### config.mk
export PLATFORM = sky130hd
export DESIGN_NAME = rd_admit_ctrl
export DESIGN_NICKNAME = d
export VERILOG_FILES = /design/src/rtl/rac_pkg.sv /design/src/rtl/rac_slot_counter.sv /design/src/rtl/rd_admit_ctrl.sv
export SDC_FILE = /design/constraint.sdc
export NUM_CORES = 1
export LEC_CHECK = 0
export BUFFER_PORTS_ARGS = -buffer_cell sky130_fd_sc_hd__buf_4
export CAP_MARGIN = 10
export CORE_MARGIN = 1.5
export CORE_UTILIZATION = 50
export DETAILED_ROUTE_END_ITERATION = 8
export PLACE_DENSITY = 0.75
export SYNTH_ARGS = -nofsm -noshare
export SYNTH_HDL_FRONTEND = slang
export SYNTH_SLANG_ARGS = --single-unit
### constraint.sdc
create_clock -name clk -period 5.6 [get_ports clk]
set_clock_uncertainty 0.05 [all_clocks]
set_input_delay 0 -clock clk [delete_from_list [all_inputs] [get_ports clk]]
set_output_delay 0 -clock clk [all_outputs]
set_load 0.05 [all_outputs]
### src/rtl/rac_pkg.sv
package rac_pkg;
  localparam int NCAT  = 7;
  localparam int CAT_W = 3;

  typedef enum logic [CAT_W-1:0] {
    CAT_DLINE = 3'd0,
    CAT_NCDEV = 3'd1,
    CAT_WALK  = 3'd2,
    CAT_ILINE = 3'd3,
    CAT_COH   = 3'd4,
    CAT_BAR   = 3'd5,
    CAT_DVM   = 3'd6,
    CAT_BAD   = 3'd7
  } cat_e;
endpackage

### src/rtl/rac_slot_counter.sv
module rac_slot_counter #(
  parameter int CAP = 8
) (
  input  logic clk,
  input  logic rst,
  input  logic inc,
  input  logic dec,
  output logic room,
  output logic take,
  output logic err
);
  localparam int W = (CAP < 2) ? 1 : $clog2(CAP + 1);

  logic [W-1:0] cnt_q;
  logic         empty;

  assign empty = (cnt_q == '0);
  assign take  = dec && !empty;
  assign err   = dec && empty;
  assign room  = (cnt_q < W'(CAP)) || take;

  always_ff @(posedge clk) begin
    if (rst) cnt_q <= '0;
    else     cnt_q <= cnt_q + W'(inc) - W'(take);
  end

  AST_NO_OVERFLOW: assert property (@(posedge clk) disable iff (rst)
    cnt_q <= W'(CAP));
  AST_NO_UNDERFLOW: assert property (@(posedge clk) disable iff (rst)
    (dec && empty && !inc) |=> (cnt_q == '0));
endmodule

### src/rtl/rd_admit_ctrl.sv
module rd_admit_ctrl
  import rac_pkg::*;
#(
  parameter int CAP_DLINE = 8,
  parameter int CAP_NCDEV = 4,
  parameter int CAP_WALK  = 1,
  parameter int CAP_ILINE = 3,
  parameter int CAP_COH   = 5,
  parameter int CAP_BAR   = 1,
  parameter int CAP_DVM   = 8,
  parameter int CAP_TOTAL = 8,
  parameter int CAP_PORT  = 4,
  parameter bit HAS_PORT  = 1'b1
) (
  input  logic             clk,
  input  logic             rst,
  input  logic             req_valid,
  input  logic [CAT_W-1:0] req_cat,
  input  logic             cmp_valid,
  input  logic [CAT_W-1:0] cmp_cat,
  input  logic             port_req_valid,
  input  logic             port_cmp_valid,
  output logic             grant,
  output logic             stall,
  output logic             port_grant,
  output logic             port_stall,
  output logic             cmp_err
);
  localparam int NSLOT = 1 << CAT_W;

  function automatic int cap_of(input int idx);
    case (idx)
      0:       return CAP_DLINE;
      1:       return CAP_NCDEV;
      2:       return CAP_WALK;
      3:       return CAP_ILINE;
      4:       return CAP_COH;
      5:       return CAP_BAR;
      default: return CAP_DVM;
    endcase
  endfunction

  logic [NSLOT-1:0] cat_room, cat_take, cat_err, cat_inc, cat_dec;
  logic             tot_room, tot_take, tot_err;
  logic             port_room, port_take, port_err;
  logic             req_ok, port_ok, cat_code_ok;

  assign cat_code_ok = (req_cat != CAT_BAD);
  assign req_ok      = req_valid && cat_code_ok && cat_room[req_cat] && tot_room;

  genvar gi;
  generate
    for (gi = 0; gi < NCAT; gi++) begin : g_cat
      assign cat_inc[gi] = req_ok && (req_cat == CAT_W'(gi));
      assign cat_dec[gi] = cmp_valid && (cmp_cat == CAT_W'(gi));
      rac_slot_counter #(.CAP(cap_of(gi))) u_cnt (
        .clk (clk),
        .rst (rst),
        .inc (cat_inc[gi]),
        .dec (cat_dec[gi]),
        .room(cat_room[gi]),
        .take(cat_take[gi]),
        .err (cat_err[gi])
      );
    end
  endgenerate

  assign cat_inc[NSLOT-1]  = 1'b0;
  assign cat_dec[NSLOT-1]  = 1'b0;
  assign cat_room[NSLOT-1] = 1'b0;
  assign cat_take[NSLOT-1] = 1'b0;
  assign cat_err[NSLOT-1]  = cmp_valid && (cmp_cat == CAT_BAD);

  rac_slot_counter #(.CAP(CAP_TOTAL)) u_total (
    .clk (clk),
    .rst (rst),
    .inc (req_ok),
    .dec (|cat_take),
    .room(tot_room),
    .take(tot_take),
    .err (tot_err)
  );

  generate
    if (HAS_PORT) begin : g_port
      rac_slot_counter #(.CAP(CAP_PORT)) u_port (
        .clk (clk),
        .rst (rst),
        .inc (port_ok),
        .dec (port_cmp_valid),
        .room(port_room),
        .take(port_take),
        .err (port_err)
      );
    end else begin : g_noport
      assign port_room = 1'b0;
      assign port_take = 1'b0;
      assign port_err  = port_cmp_valid;
    end
  endgenerate

  assign port_ok = port_req_valid && port_room;

  always_ff @(posedge clk) begin
    if (rst) begin
      grant      <= 1'b0;
      stall      <= 1'b0;
      port_grant <= 1'b0;
      port_stall <= 1'b0;
      cmp_err    <= 1'b0;
    end else begin
      grant      <= req_ok;
      stall      <= req_valid && !req_ok;
      port_grant <= port_ok;
      port_stall <= port_req_valid && !port_ok;
      cmp_err    <= (|cat_err) || port_err;
    end
  end

  AST_ONE_ANSWER: assert property (@(posedge clk) disable iff (rst)
    req_valid |=> (grant != stall));
  AST_IDLE_QUIET: assert property (@(posedge clk) disable iff (rst)
    !req_valid |=> (!grant && !stall));
  AST_BAD_CODE_STALL: assert property (@(posedge clk) disable iff (rst)
    (req_valid && req_cat == CAT_BAD) |=> stall);
  AST_TOTAL_FOLLOWS: assert property (@(posedge clk) disable iff (rst)
    (|cat_take) |-> (tot_take && !tot_err));
  AST_PORT_ERR: assert property (@(posedge clk) disable iff (rst)
    (port_cmp_valid && !port_take) |=> cmp_err);
endmodule

# After elaboration in Yosys (flattened, before gate mapping)
# Cells that the tools add are included.
[totals] mem_bits_rw=0 wordCells=128 register_bits=30 in_bits=12 memories=0 latchBits=0 mem_bits_ro=0
[op_classes] bitwise_logic=2 shift=0 div_mod_pow=0 eq_ne=14 add_sub_neg=18 mul=0 n_lt_le_gt_ge=10 n_mux=2 n_reduce_logical=68
[ops] op="$logic_and 1x1->1" count=38
[ops] op="$eq 3x3->1 const B" count=7
[ops] op="$logic_not 3->1" count=5
[ops] op="$add 4x1->4" count=3
[ops] op="$eq 3x2->1 const B" count=4
[ops] op="$logic_not 4->1" count=3
[ops] op="$lt 4x4->1 const B" count=3
[ops] op="$sub 4x1->4" count=3
[ops] op="$logic_or 1x1->1" count=10
[ops] op="$add 3x1->3" count=3
[ops] op="$logic_not 1->1" count=9
[ops] op="$lt 3x3->1 const B" count=3
[ops] op="$sub 3x1->3" count=3
[ops] op="$reduce_or 8->1" count=1
[ops] op="$reduce_or 7->1" count=1
[ops] op="$eq 3x1->1 const B" count=2
[ops] op="$lt 3x4->1 const B" count=1
[ops] op="$bmux 1 s3" count=1
[ops] op="$ne 3x3->1 const B" count=1
[ops] op="$add 1x1->1" count=2
[ops] op="$add 2x1->2" count=1
[ops] op="$logic_not 2->1" count=1
[ops] op="$lt 1x1->1 const B" count=2
[ops] op="$lt 2x2->1 const B" count=1
[ops] op="other kinds (4)" count=6

# Logic depth before layout (Yosys ltp)
# Gate-level depths: netlist of the first run.
[depth] depth_word=11 mapped_depth=14

# Hierarchy
# From an unflattened synthesis of the first run, not the netlist that was laid out.
[hier_totals] cells_unflattened=225 area_unflattened_um2=2059.5
[by_module_without_submodules] module="rac_slot_counter at g_cat[0].u_cnt ..." seq_area_each_um2=80.1 area_per_inst_um2=272.8 n_inst=3 cells_each=31
[by_module_without_submodules] module="rd_admit_ctrl" seq_area_each_um2=100.1 area_per_inst_um2=401.6 n_inst=1 cells_each=51
[by_module_without_submodules] module="rac_slot_counter at g_cat[1].u_cnt ..." seq_area_each_um2=60.1 area_per_inst_um2=177.7 n_inst=2 cells_each=17
[by_module_without_submodules] module="rac_slot_counter at g_cat[4].u_cnt" seq_area_each_um2=60.1 area_per_inst_um2=206.4 n_inst=1 cells_each=21
[by_module_without_submodules] module="rac_slot_counter at g_cat[2].u_cnt ..." seq_area_each_um2=20.0 area_per_inst_um2=75.1 n_inst=2 cells_each=7
[by_module_without_submodules] module="rac_slot_counter at g_cat[3].u_cnt" seq_area_each_um2=40.0 area_per_inst_um2=127.6 n_inst=1 cells_each=12

# Worst setup path after synthesis of the first run
# OpenSTA, ideal clock, no wires.
[synth_path] path_kind="reg2reg" from="register g_cat[0].u_cnt.cnt_q[2]" to="register g_cat[0].u_cnt.cnt_q[2]" path_slack_ns=2.584 arrival_ns=2.839 period_less_slack_ns=3.016 path_stages_with_launch=15 n_path_buf=0 path_cell_list="dfxtp_1 -> inv_1 -> ha_1 -> a2111oi_4 -> nor2_2 -> a41oi_4 -> nand2_2 -> or4_1 -> ha_1 -> inv_1 -> ha_1 -> inv_1 -> fa_1 -> xor2_1 -> nor2_1"
[synth_via] elab_chain_len=11
[synth_lines] item="start, declared" line_no="rac_slot_counter.sv:14" rtl="logic [W-1:0] cnt_q;"
[synth_lines] item="start signal, assigned" line_no="rac_slot_counter.sv:24" rtl="else cnt_q <= cnt_q + W'(inc) - W'(take);"
[synth_lines] item="parallel branches: the longest is 10 deep, another holds $lt 4x4->1"
[synth_lines] item="$sub 4x1->4 (*)" line_no="rac_slot_counter.sv:24"
# Mark *: on every way between the ends. The select of a mux whose other input is x is not followed.
# A chain may end at the register's enable or synchronous reset.

# Worst setup path in the final report of the first run
# Ends and elaborated chain as after synthesis.

==> out/qor.yml, run 1 <==
drive_gt1_frac: 0.139
wirelength_um: 3700
vias: 1565
routedWlPerCell_um: 12.7
syn-cell-area_mm2: 0.00200
cts_root_buf: "clkbuf_8"
drt_first_pass_iters: 4
synth_fp_nets: 263
drc: 0
synth_area_leader_cell: "dfxtp_1"
hold_viol: 0
die_area_mm2: 0.00438
io_pins: 17
startpoint_type: "flop"
ir_worst_vdd_mv: 0.245
synth-seq-cells: 30
cts_buffer_depth: 2
rsz0062_at_grt: "no"
synth_cells: 222
p_total_uw: 751
cts_tree: "built"
tightestPinTransition_ns: 0.404
postCtsSetupBuffers: 0
cp_data_required_time_ns: 5.72
clk_pin_slew_worst_paths_ns: 0.06
routed_via_density: 5.36
first_global_vias: 1446
synth_cell_types: 49
die_y_um: 66.2
grt_overflow_total: 0
finalCoreUtilization: 0.608
yosysTopAreaCellShare: 0.301
portBuffers: 16
critPathSlowestCell: "or4_1"
postCtsHoldBufs: 4
grt_max_degree: 32
worst-path-buf-inv: 3
die_w_um: 66.2
path_max_fanout: 9
clock-sinks: 30
antenna_cells: 0
ys_warn_count: 0
fmax_mhz: 311
area_growth_pct: 14.0
slew_headroom: 0.729
fillers: 332
setup_violations: 0
maxSlewViolCount: 0
critPathTopFamily: "adder cells"
cp.arrival_ns: 3.33
r2r-end: "g_cat[0].u_cnt.cnt_q[2]"
tns_ns: 0
cap_viol_max_count: 0
reg2reg_slack_ns: 2.38
reg2reg_depth: 14
postCtsResizedCells: 0
crit_type: "flop to flop"
htree_levels: 2
grt_pass1_wl_um: 6510
status: "complete, no violations"
cts_buffers: 5
r2r_start: "g_cat[0].u_cnt.cnt_q[2]"
hpwl_um: 2780
core_mm2: 0.00374
holdWs_ns: 0.0343
placed_cells: 280
ant_nets: 0
synth-seq-area-share: 0.301
fp-row-count: 22
antenna_found_initial: 0
end_kind: "flop"
netlist_top_cells_area: "dfxtp_1 (30%), ha_1 (14%), fa_1 (6.0%)"
yosys-top-cells-count: "dfxtp_1 (30), inv_1 (29), ha_1 (23)"
nets: 284
grt_usage: 0.200
clk_latency_ns: 0.28
p_leak_uw: 0.000977
fin_crit_ns: 3.22
hold_class: "input port to flop"
gp_congestion: 0.808
crit_chain: "inv_1, ha_1, a2111oi_4, nor2_2, a41oi_4, nand2_2, or4_1, ha_1, inv_1, ha_1, inv_1, fa_1, xor2_1, nor2_1"
start_util: 0.533
synth_edf_count: 0
p_per_area_mw_per_mm2: 330
holdPathEnd: "cmp_err"
slowest_delay_ns: 0.42
async_flop_share: 0
hp-start: "cmp_cat[0]"
stdcell_count: 292
ys.flop_type: "dfxtp_1"
dr.first_iter.drc_count: 83
avgSynthCellArea_um2: 8.99
period_share: 0.574
holdPathStages: 4
synth_most_common_cell: "dfxtp_1"
critical_path_depth: 14
## final cells by class
type,count,area (um2),share of cell area
tap,48,60.1,0.0264
clock inverter,1,5.00,0.00220
multi-input combinational,157,1250,0.551
inverter,29,109,0.0479
timing repair buffer,20,160,0.0704
clock buffer,7,86.3,0.0380
sequential,30,601,0.264
## worst max-delay path by stage
stage               slack (ns)                 endpoint                    start
global placement          2.47  g_cat[0].u_cnt.cnt_q[2]  g_cat[0].u_cnt.cnt_q[2]
global route              2.18  g_cat[0].u_cnt.cnt_q[2]  g_cat[0].u_cnt.cnt_q[1]
detailed placement        2.39  g_cat[0].u_cnt.cnt_q[2]  g_cat[0].u_cnt.cnt_q[2]
CTS                       2.37  g_cat[0].u_cnt.cnt_q[2]  g_cat[0].u_cnt.cnt_q[2]
floorplan                 2.58  g_cat[0].u_cnt.cnt_q[2]  g_cat[0].u_cnt.cnt_q[2]
finish                    2.38  g_cat[0].u_cnt.cnt_q[2]  g_cat[0].u_cnt.cnt_q[2]
## metrics by stage
step | cell area (um2) | setup slack [ns]
after global routing | 2270 | 2.18
after CTS | 2270 | 2.37
after global placement | 2140 | 2.47
after floorplan | 2000 | 2.58
after detailed placement | 2140 | 2.39
final | 2270 | 2.38
## cell families after synthesis
family,count (synthesis),synth area share
XOR/XNOR,14,0.0614
AND/OR/NAND/NOR,83,0.233
AO/OA/AOI/OAI,31,0.129
adder cells (fa/ha/maj),29,0.204
buffers and inverters,35,0.0708
flip-flops,30,0.301
## state kept, by name (all words and copies together) (netlist names)
name / count
g_cat.u_cnt.cnt_q: 18
u_total.cnt_q: 4
g_port.u_port.cnt_q: 3
cmp_err: 1
grant: 1
port_grant: 1
port_stall: 1
stall: 1
## power by group
part / internal, uW / total [uW] / switching [uW]
Combinational: 137 / 292 / 155
Clock: 99.0 / 182 / 83.0
Sequential: 254 / 277 / 23.6
## worst reg2reg max path: stages, from the launching register on
cell,delay (ns)
dfxtp_1,0.31
inv_1,0.05
ha_1,0.23
a2111oi_4,0.37
nor2_2,0.09
a41oi_4,0.35
nand2_2,0.10
or4_1,0.42
ha_1,0.30
inv_1,0.06
ha_1,0.15
inv_1,0.05
fa_1,0.38
xor2_1,0.15
nor2_1,0.05
## per-layer routing
| layer | vias to the layer above | track usage | wire length, um |
|---|---|---|---|
| met2 | 43 | 0.310 | 1640 |
| met1 | 722 | 0.261 | 1750 |
| met5 | - | 0 | 0 |
| li1 | 795 | - | - |
| met3 | 5 | 0.0511 | 238 |
| met4 | 0 | 0.0918 | 73 |
## cells in the final DEF, fill, tap and decap left out, types with 2 or more instances in the layout
master         count
dfxtp_1           30
dlygate4sd3_1      4
nand2_1            9
a21oi_1            5
nor3b_1            2
nand4_1            3
inv_1             29
nand2b_1           3
nand2_2            2
and4_1             2
o22ai_1            2
xnor2_1            9
ha_1              23
fa_1               6
nor2_1            22
o21ai_0            4
a31oi_1            4
clkbuf_8           6
and3_1             3
nor3_1             5
buf_4             16
nor4_1             2
or4_1              2
xor2_1             5
nor2b_1           16
a21o_1             3
nand3_1            3
(Power assumes the default switching activity.)
==> inputs of run 2 (changes only) <==
--- a/config.mk
+++ b/config.mk
@@ -10,7 +10,7 @@
 export CORE_MARGIN = 1.5
 export CORE_UTILIZATION = 50
 export DETAILED_ROUTE_END_ITERATION = 8
-export PLACE_DENSITY = 0.75
+export PLACE_DENSITY = 0.77
 export SYNTH_ARGS = -nofsm -noshare
 export SYNTH_HDL_FRONTEND = slang
 export SYNTH_SLANG_ARGS = --single-unit
==> constraint.sdc (replaced) <==
create_clock -name clk -period 2.87 [get_ports clk]
set_clock_uncertainty 0.05 [all_clocks]
set_input_delay 0 -clock clk [delete_from_list [all_inputs] [get_ports clk]]
set_output_delay 0 -clock clk [all_outputs]
set_load 0.05 [all_outputs]
==> out/qor.yml, run 2 (synthesis results as in run 1) <==
io_pins: 17  # unchanged
fp-row-count: 22  # unchanged
maxSlewViolCount: 0  # unchanged
die_y_um: 66.2  # unchanged
core_mm2: 0.00374  # unchanged
cts_buffer_depth: 2  # unchanged
htree_levels: 2  # unchanged
dp_slack_ns: -0.226  # was 2.39 ns
slew_headroom: 0.729  # about the same
startpoint_type: "flop"  # unchanged
r2r-end: "g_cat[0].u_cnt.cnt_q[2]"  # unchanged
grt_pass1_wl_um: 7680  # was 6510 um
drc: 0  # unchanged
wl_met3_um: 210  # was 238 um
reg2reg_depth: 16  # was 14
final_common_cell: "buf_4"  # was dfxtp_1
die_area_mm2: 0.00438  # unchanged
hold_class: "input port to flop"  # unchanged
drive_gt1_frac: 0.401  # was 0.139
violations: "setup timing"
hpwl_um: 3130  # was 2780 um
portBuffers: 16  # unchanged
cts_root_buf: "clkbuf_8"  # unchanged
area_growth_pct: 37.4  # was 14.0%
cp.arrival_ns: 3.22  # was 3.33 ns
grt_max_degree: 32  # unchanged
period_share: 1.08  # was 0.574
clk_latency_ns: 0.29  # was 0.28 ns
status: "complete, but fails checks"  # was complete, no violations
nets: 319  # was 284
routed_via_density: 5.46  # was 5.36
dr.first_iter.drc_count: 108  # was 83
setup.worst_path.start: "g_cat[0].u_cnt.cnt_q[3]"  # was g_cat[0].u_cnt.cnt_q[2]
reg_top3: "g_cat.u_cnt.cnt_q (18), u_total.cnt_q (4), g_port.u_port.cnt_q (3)"  # unchanged
die_w_um: 66.2  # unchanged
p_per_area_mw_per_mm2: 660  # was 330 mW/mm2
crit_type: "flop to flop"  # unchanged
wl_met2_um: 2730  # was 1640 um
grt_overflow_total: 0  # unchanged
cap_viol_max_count: 0  # unchanged
antenna_cells: 0  # unchanged
clock-sinks: 30  # unchanged
layout_common_cells: "buf_4 (47), dfxtp_1 (25), nor2_1 (22), inv_1 (19), nor2b_1 (15)"  # was dfxtp_1 (30), inv_1 (29), ha_1 (23), nor2_1 (22)
wirelength_um: 5180  # was 3700 um
top_layer: "met4"  # unchanged
reg2reg_slack_ns: -0.23  # was 2.38 ns
ant_nets: 0  # unchanged
power_frac_comb: 0.496  # was 0.389
cp_data_required_time_ns: 2.99  # was 5.72 ns
fmax_mhz: 323  # was 311 MHz
power_switching_uw: 638  # was 262 uW
start_util: 0.533  # unchanged
switching_share: 0.353  # was 0.348
path_max_fanout: 3  # was 9
regMostFlops: "g_cat.u_cnt.cnt_q"  # unchanged
vias: 1786  # was 1565
grt_usage: 0.234  # was 0.200
power_frac_clock: 0.199  # was 0.242
routedWlPerCell_um: 15.9  # was 12.7 um
crit_end: "g_cat[0].u_cnt.cnt_q[2]"  # unchanged
drt_first_pass_iters: 4  # unchanged
hp-start: "cmp_valid"  # was cmp_cat[0]
ir_worst_vdd_mv: 0.439  # was 0.245 mV
pwr-share-seq: 0.305  # was 0.369
hold_viol: 0  # unchanged
cts_buffers: 5  # unchanged
gp_congestion: 0.807  # was 0.808
internal_power_uw: 1170  # was 490 uW
drt-met1-wl_um: 2150  # was 1750 um
fin_crit_ns: 3.10  # was 3.22 ns
setup_violations: 12  # was 0
antenna_found_initial: 0  # unchanged
tightestPinTransition_ns: 0.403  # was 0.404 ns
first_global_vias: 1740  # was 1446
layout_setup_ws_ns: -0.228  # was 2.38 ns
p_leak_uw: 0.00116  # was 0.000977 uW
r2r_start: "g_cat[0].u_cnt.cnt_q[3]"  # was g_cat[0].u_cnt.cnt_q[2]
rsz0062_at_grt: "yes"  # was no
clk_pin_slew_worst_paths_ns: 0.08  # was 0.06 ns
holdWs_ns: 0.00875  # was 0.0343 ns
finalCoreUtilization: 0.732  # was 0.608
end_kind: "flop"  # unchanged
tns_ns: -1.40  # was 0 ns
cts_tree: "built"  # unchanged
fillers: 275  # was 332
largest_reg_flops: 18  # unchanged
## run 2: cell types whose count changed in the layout (fill, tap and decap cells not counted), moves of 6 or more
cell / delta
ha_4: +6
ha_1: -10
inv_1: -10
inv_2: +8
buf_4: +31
## run 2: stage by stage
stage | instance area [um2] | std cells | power (uW)
after floorplan | 2000 | 222 | 1010
after global placement | 2310 | 302 | 1170
after detailed placement | 2310 | 302 | 1210
after CTS | 2540 | 320 | 1650
after global routing | 2740 | 327 | 1920
final | 2740 | 327 | 1810
## run 2: worst min path at each step
stage	cells after the start	to	slack [ns]
after detailed placement	2	port_grant	0.20
final	3	cmp_err	0.009
after CTS	3	cmp_err	0.01
after global routing	3	cmp_err	0.03
after floorplan	1	port_grant	0.1
after global placement	2	port_grant	0.20
## run 2: per-layer routing
layer | vias up | track usage
li1 | 856 | -
met1 | 880 | 0.288
met2 | 42 | 0.395
met3 | 8 | 0.0426
met4 | 0 | 0.105
met5 | - | 0
## run 2: power groups by stage
stage / sequential, uW / combinational, uW / clock (uW)
after floorplan: 572 / 433 / 0
after global placement: 547 / 624 / 0
after detailed placement: 551 / 657 / 0
after CTS: 547 / 744 / 360
after global routing: 563 / 978 / 380
final: 552 / 897 / 360
## run 2: final cells by class
type / count / area, um2 / area share
well taps: 48 / 60.1 / 0.0219
repair buffers: 55 / 439 / 0.160
flip-flops and latches: 30 / 607 / 0.221
clock buffers: 7 / 86.3 / 0.0315
multi-input cells: 157 / 1430 / 0.522
clock inverters: 1 / 5.00 / 0.00183
inverters: 29 / 114 / 0.0415
## run 2: worst max-delay path: stages (launching register included)
cell and delay (ns):
dfxtp_2 0.35, inv_2 0.05, ha_4 0.16, a2111oi_4 0.34, buf_4 0.19, nor2_4 0.04, a41oi_4 0.18, buf_6 0.13
nand2_2 0.05, or4_4 0.43, ha_4 0.24, inv_4 0.05, ha_4 0.12, inv_2 0.04, fa_2 0.34, xor2_1 0.16
nor2_1 0.07
## run 2: what timing repair did
item / CTS / global route
hold buffers: 3 / 0
pin swaps: 7 / 20
endpoints found under the setup margin: 8 / 14
hold endpoints to repair: 4 / 0
buffers inserted: 7 / 8
gates resized for setup: 18 / 40
==> inputs of run 3 (changes only) <==
--- a/config.mk
+++ b/config.mk
@@ -7,10 +7,11 @@
 export LEC_CHECK = 0
 export BUFFER_PORTS_ARGS = -buffer_cell sky130_fd_sc_hd__buf_4
 export CAP_MARGIN = 10
-export CORE_MARGIN = 1.5
+export CORE_MARGIN = 3
 export CORE_UTILIZATION = 50
 export DETAILED_ROUTE_END_ITERATION = 8
 export PLACE_DENSITY = 0.77
+export REMOVE_ABC_BUFFERS = 1
 export SYNTH_ARGS = -nofsm -noshare
 export SYNTH_HDL_FRONTEND = slang
 export SYNTH_SLANG_ARGS = --single-unit
==> out/qor.yml, run 3 (synthesis results as in run 1) <==
cp_data_required_time_ns: 3.06  # was 2.99 ns
r2r-end: "g_cat[1].u_cnt.cnt_q[1]"  # was g_cat[0].u_cnt.cnt_q[2]
p_total_uw: 1780  # was 1810 uW
wirelength_um: 4460  # was 5180 um
io_pins: 17  # unchanged
drc: 0  # unchanged
grt_overflow_total: 0  # unchanged
layout_common_cells: "buf_4 (43), dfxtp_1 (26), nor2_1 (22), inv_1 (21), nor2b_1 (15)"  # was buf_4 (47), dfxtp_1 (25), nor2_1 (22), inv_1 (19), nor2b_1 (15)
cap_viol_max_count: 0  # unchanged
cts_buffer_depth: 2  # unchanged
holdPathStages: 2  # was 3
die_w_um: 69.2  # was 66.2 um
gp_congestion: 0.905  # was 0.807
routed_via_density: 5.30  # was 5.46
reg2reg_slack_ns: -0.14  # was -0.23 ns
fmax_mhz: 332  # was 323 MHz
ant_nets: 0  # unchanged
dr.first_iter.drc_count: 109  # was 108
grt_usage: 0.185  # was 0.234
fp-row-count: 22  # unchanged
first_global_vias: 1669  # was 1740
reg_top3: "g_cat.u_cnt.cnt_q (18), u_total.cnt_q (4), g_port.u_port.cnt_q (3)"  # unchanged
p_leak_uw: 0.00112  # was 0.00116 uW
placed_cell_area_mm2: 0.00230  # was 0.00231 mm2
grt_pass1_wl_um: 7210  # was 7680 um
hold_class: "input port to flop"  # unchanged
final_common_cell: "buf_4"  # unchanged
hold_viol: 0  # unchanged
path_common_cell: "ha_4"  # unchanged
drive_gt1_frac: 0.366  # was 0.401
critPathSlowestCell: "fa_2"  # was or4_4
routedWlPerCell_um: 13.9  # was 15.9 um
antenna_found_initial: 0  # unchanged
r2r_start: "g_cat[0].u_cnt.cnt_q[3]"  # unchanged
regArea_um2: 606  # was 607 um2
drt_first_pass_iters: 4  # unchanged
crit_chain: "inv_2, ha_4, a2111oi_4, o22ai_1, o31a_1, buf_4, nor2b_4, nand2_2, ha_4, inv_1, ha_2, fa_2, nor2b_1"  # was inv_2, ha_4, a2111oi_4, buf_4, nor2_4, a41oi_4, buf_6, nand2_2, or4_4, ha_4, inv_4, ha_4, inv_2, fa_2, xor2_1, nor2_1
cp.arrival_ns: 3.20  # was 3.22 ns
grt_max_degree: 32  # unchanged
status: "complete, but fails checks"  # unchanged
portBuffers: 16  # unchanged
hp-start: "rst"  # was cmp_valid
clock-sinks: 30  # unchanged
antenna_cells: 0  # unchanged
crit_type: "flop to flop"  # unchanged
end_kind: "flop"  # unchanged
violations: "setup timing"  # unchanged
slowest_delay_ns: 0.52  # was 0.43 ns
startpoint_type: "flop"  # unchanged
die_area_mm2: 0.00479  # was 0.00438 mm2
nets: 313  # was 319
htree_levels: 2  # unchanged
layout_setup_ws_ns: -0.144  # was -0.228 ns
core_mm2: 0.00374  # unchanged
hpwl_um: 2900  # was 3130 um
regMostFlops: "g_cat.u_cnt.cnt_q"  # unchanged
rsz0062_at_grt: "yes"  # unchanged
die_y_um: 69.2  # was 66.2 um
ir_worst_vdd_mv: 0.488  # was 0.439 mV
start_util: 0.533  # unchanged
p_per_area_mw_per_mm2: 663  # was 660 mW/mm2
area_growth_pct: 34.7  # was 37.4%
cts_buffers: 5  # unchanged
tightestPinTransition_ns: 0.458  # was 0.403 ns
cts_tree: "built"  # unchanged
holdPathEnd: "g_port.u_port.cnt_q[1]"  # was cmp_err
clk_pin_slew_worst_paths_ns: 0.07  # was 0.08 ns
maxSlewViolCount: 0  # unchanged
finalInstanceArea_mm2: 0.00269  # was 0.00274 mm2
multiInputGateArea_mm2: 0.00141  # was 0.00143 mm2
period_share: 1.05  # was 1.08
largest_reg_flops: 18  # unchanged
fillers: 267  # was 275
path_max_fanout: 3  # unchanged
slew_headroom: 0.692  # was 0.729
setup_violations: 5  # was 12
reg2reg_depth: 13  # was 16
fin_crit_ns: 3.01  # was 3.10 ns
cts_root_buf: "clkbuf_8"  # unchanged
vias: 1700  # was 1786
clk_latency_ns: 0.30  # was 0.29 ns
==> run 3: cell types whose count changed in the layout (fill, tap and decap cells not counted), moves of 2 or more <==
cell        change
buf_4           -4
buf_6           -3
clkinvlp_4      +2
ha_2            -2
inv_1           +2
==> run 3: worst max path at each step <==
stage | start | cells after the start | endpoint | slack, ns
final | g_cat[0].u_cnt.cnt_q[3] | 13 | g_cat[1].u_cnt.cnt_q[1] | -0.14
after CTS | g_cat[0].u_cnt.cnt_q[2] | 13 | g_cat[0].u_cnt.cnt_q[2] | -0.13
after floorplan | g_cat[0].u_cnt.cnt_q[2] | 14 | g_cat[0].u_cnt.cnt_q[2] | -0.13
after global placement | g_cat[6].u_cnt.cnt_q[2] | 15 | g_cat[6].u_cnt.cnt_q[2] | -0.14
after detailed placement | g_cat[0].u_cnt.cnt_q[2] | 13 | g_cat[0].u_cnt.cnt_q[2] | -0.23
after global routing | g_cat[0].u_cnt.cnt_q[2] | 13 | g_cat[1].u_cnt.cnt_q[1] | -0.26
==> run 3: repair_timing <==
action / in CTS / in global routing
endpoints found under the hold margin: 5 / 0
hold buffers: 4 / 0
resized for setup: 22 / 25
endpoints found under the setup margin: 12 / 13
buffers inserted: 4 / 6
pin swaps: 9 / 25
==> run 3: through the flow <==
| stage | setup slack (ns) | utilization | hold WS, ns | std cells | TNS (ns) |
|---|---|---|---|---|---|
| 2_1_floorplan | -0.133 | - | 0.0167 | 216 | -0.298 |
| 3_3_place_gp | -0.139 | 0.615 | 0.196 | 301 | -0.949 |
| 3_5_place_dp | -0.225 | 0.615 | 0.198 | 301 | -1.31 |
| 4_1_cts | -0.127 | 0.679 | 0.0261 | 316 | -0.277 |
| 5_1_grt | -0.265 | 0.718 | 0.0434 | 321 | -1.47 |
| 6_report | -0.144 | 0.718 | 0.0279 | 321 | -0.566 |
==> run 3: layout make-up <==
| cell class | instances | area share |
|---|---|---|
| timing repair buffer | 49 | 0.143 |
| sequential | 30 | 0.225 |
| multi-input combinational | 157 | 0.525 |
| clock inverter | 3 | 0.0168 |
| tap | 48 | 0.0223 |
| inverter | 29 | 0.0414 |
| clock buffer | 5 | 0.0256 |
==> run 3: power by group <==
part           switching, uW  total (uW)  internal [uW]
sequential              51.8         551            500
clock                    177         435            258
combinational            379         795            417
total                    607        1780           1170
==> run 3: critical path: cells and delay by family, from the launching register on <==
kind                       cells  cell delay [ns]
AOI/OAI and AO/OA              3             0.86
DFF                            1             0.34
buffers and inverters          3             0.25
adders and majority gates      4             1.12
and+or+nand+nor                3             0.33
==> run 3: metal layers <==
metal / share of wire / track usage / vias up / wire length (um)
met1: 0.45 / 0.242 / 786 / 2000
met4: 0.028 / 0.108 / 0 / 125
li1: - / - / 852 / -
met2: 0.47 / 0.279 / 44 / 2120
met5: 0 / 0 / - / 0
met3: 0.049 / 0.0420 / 18 / 219
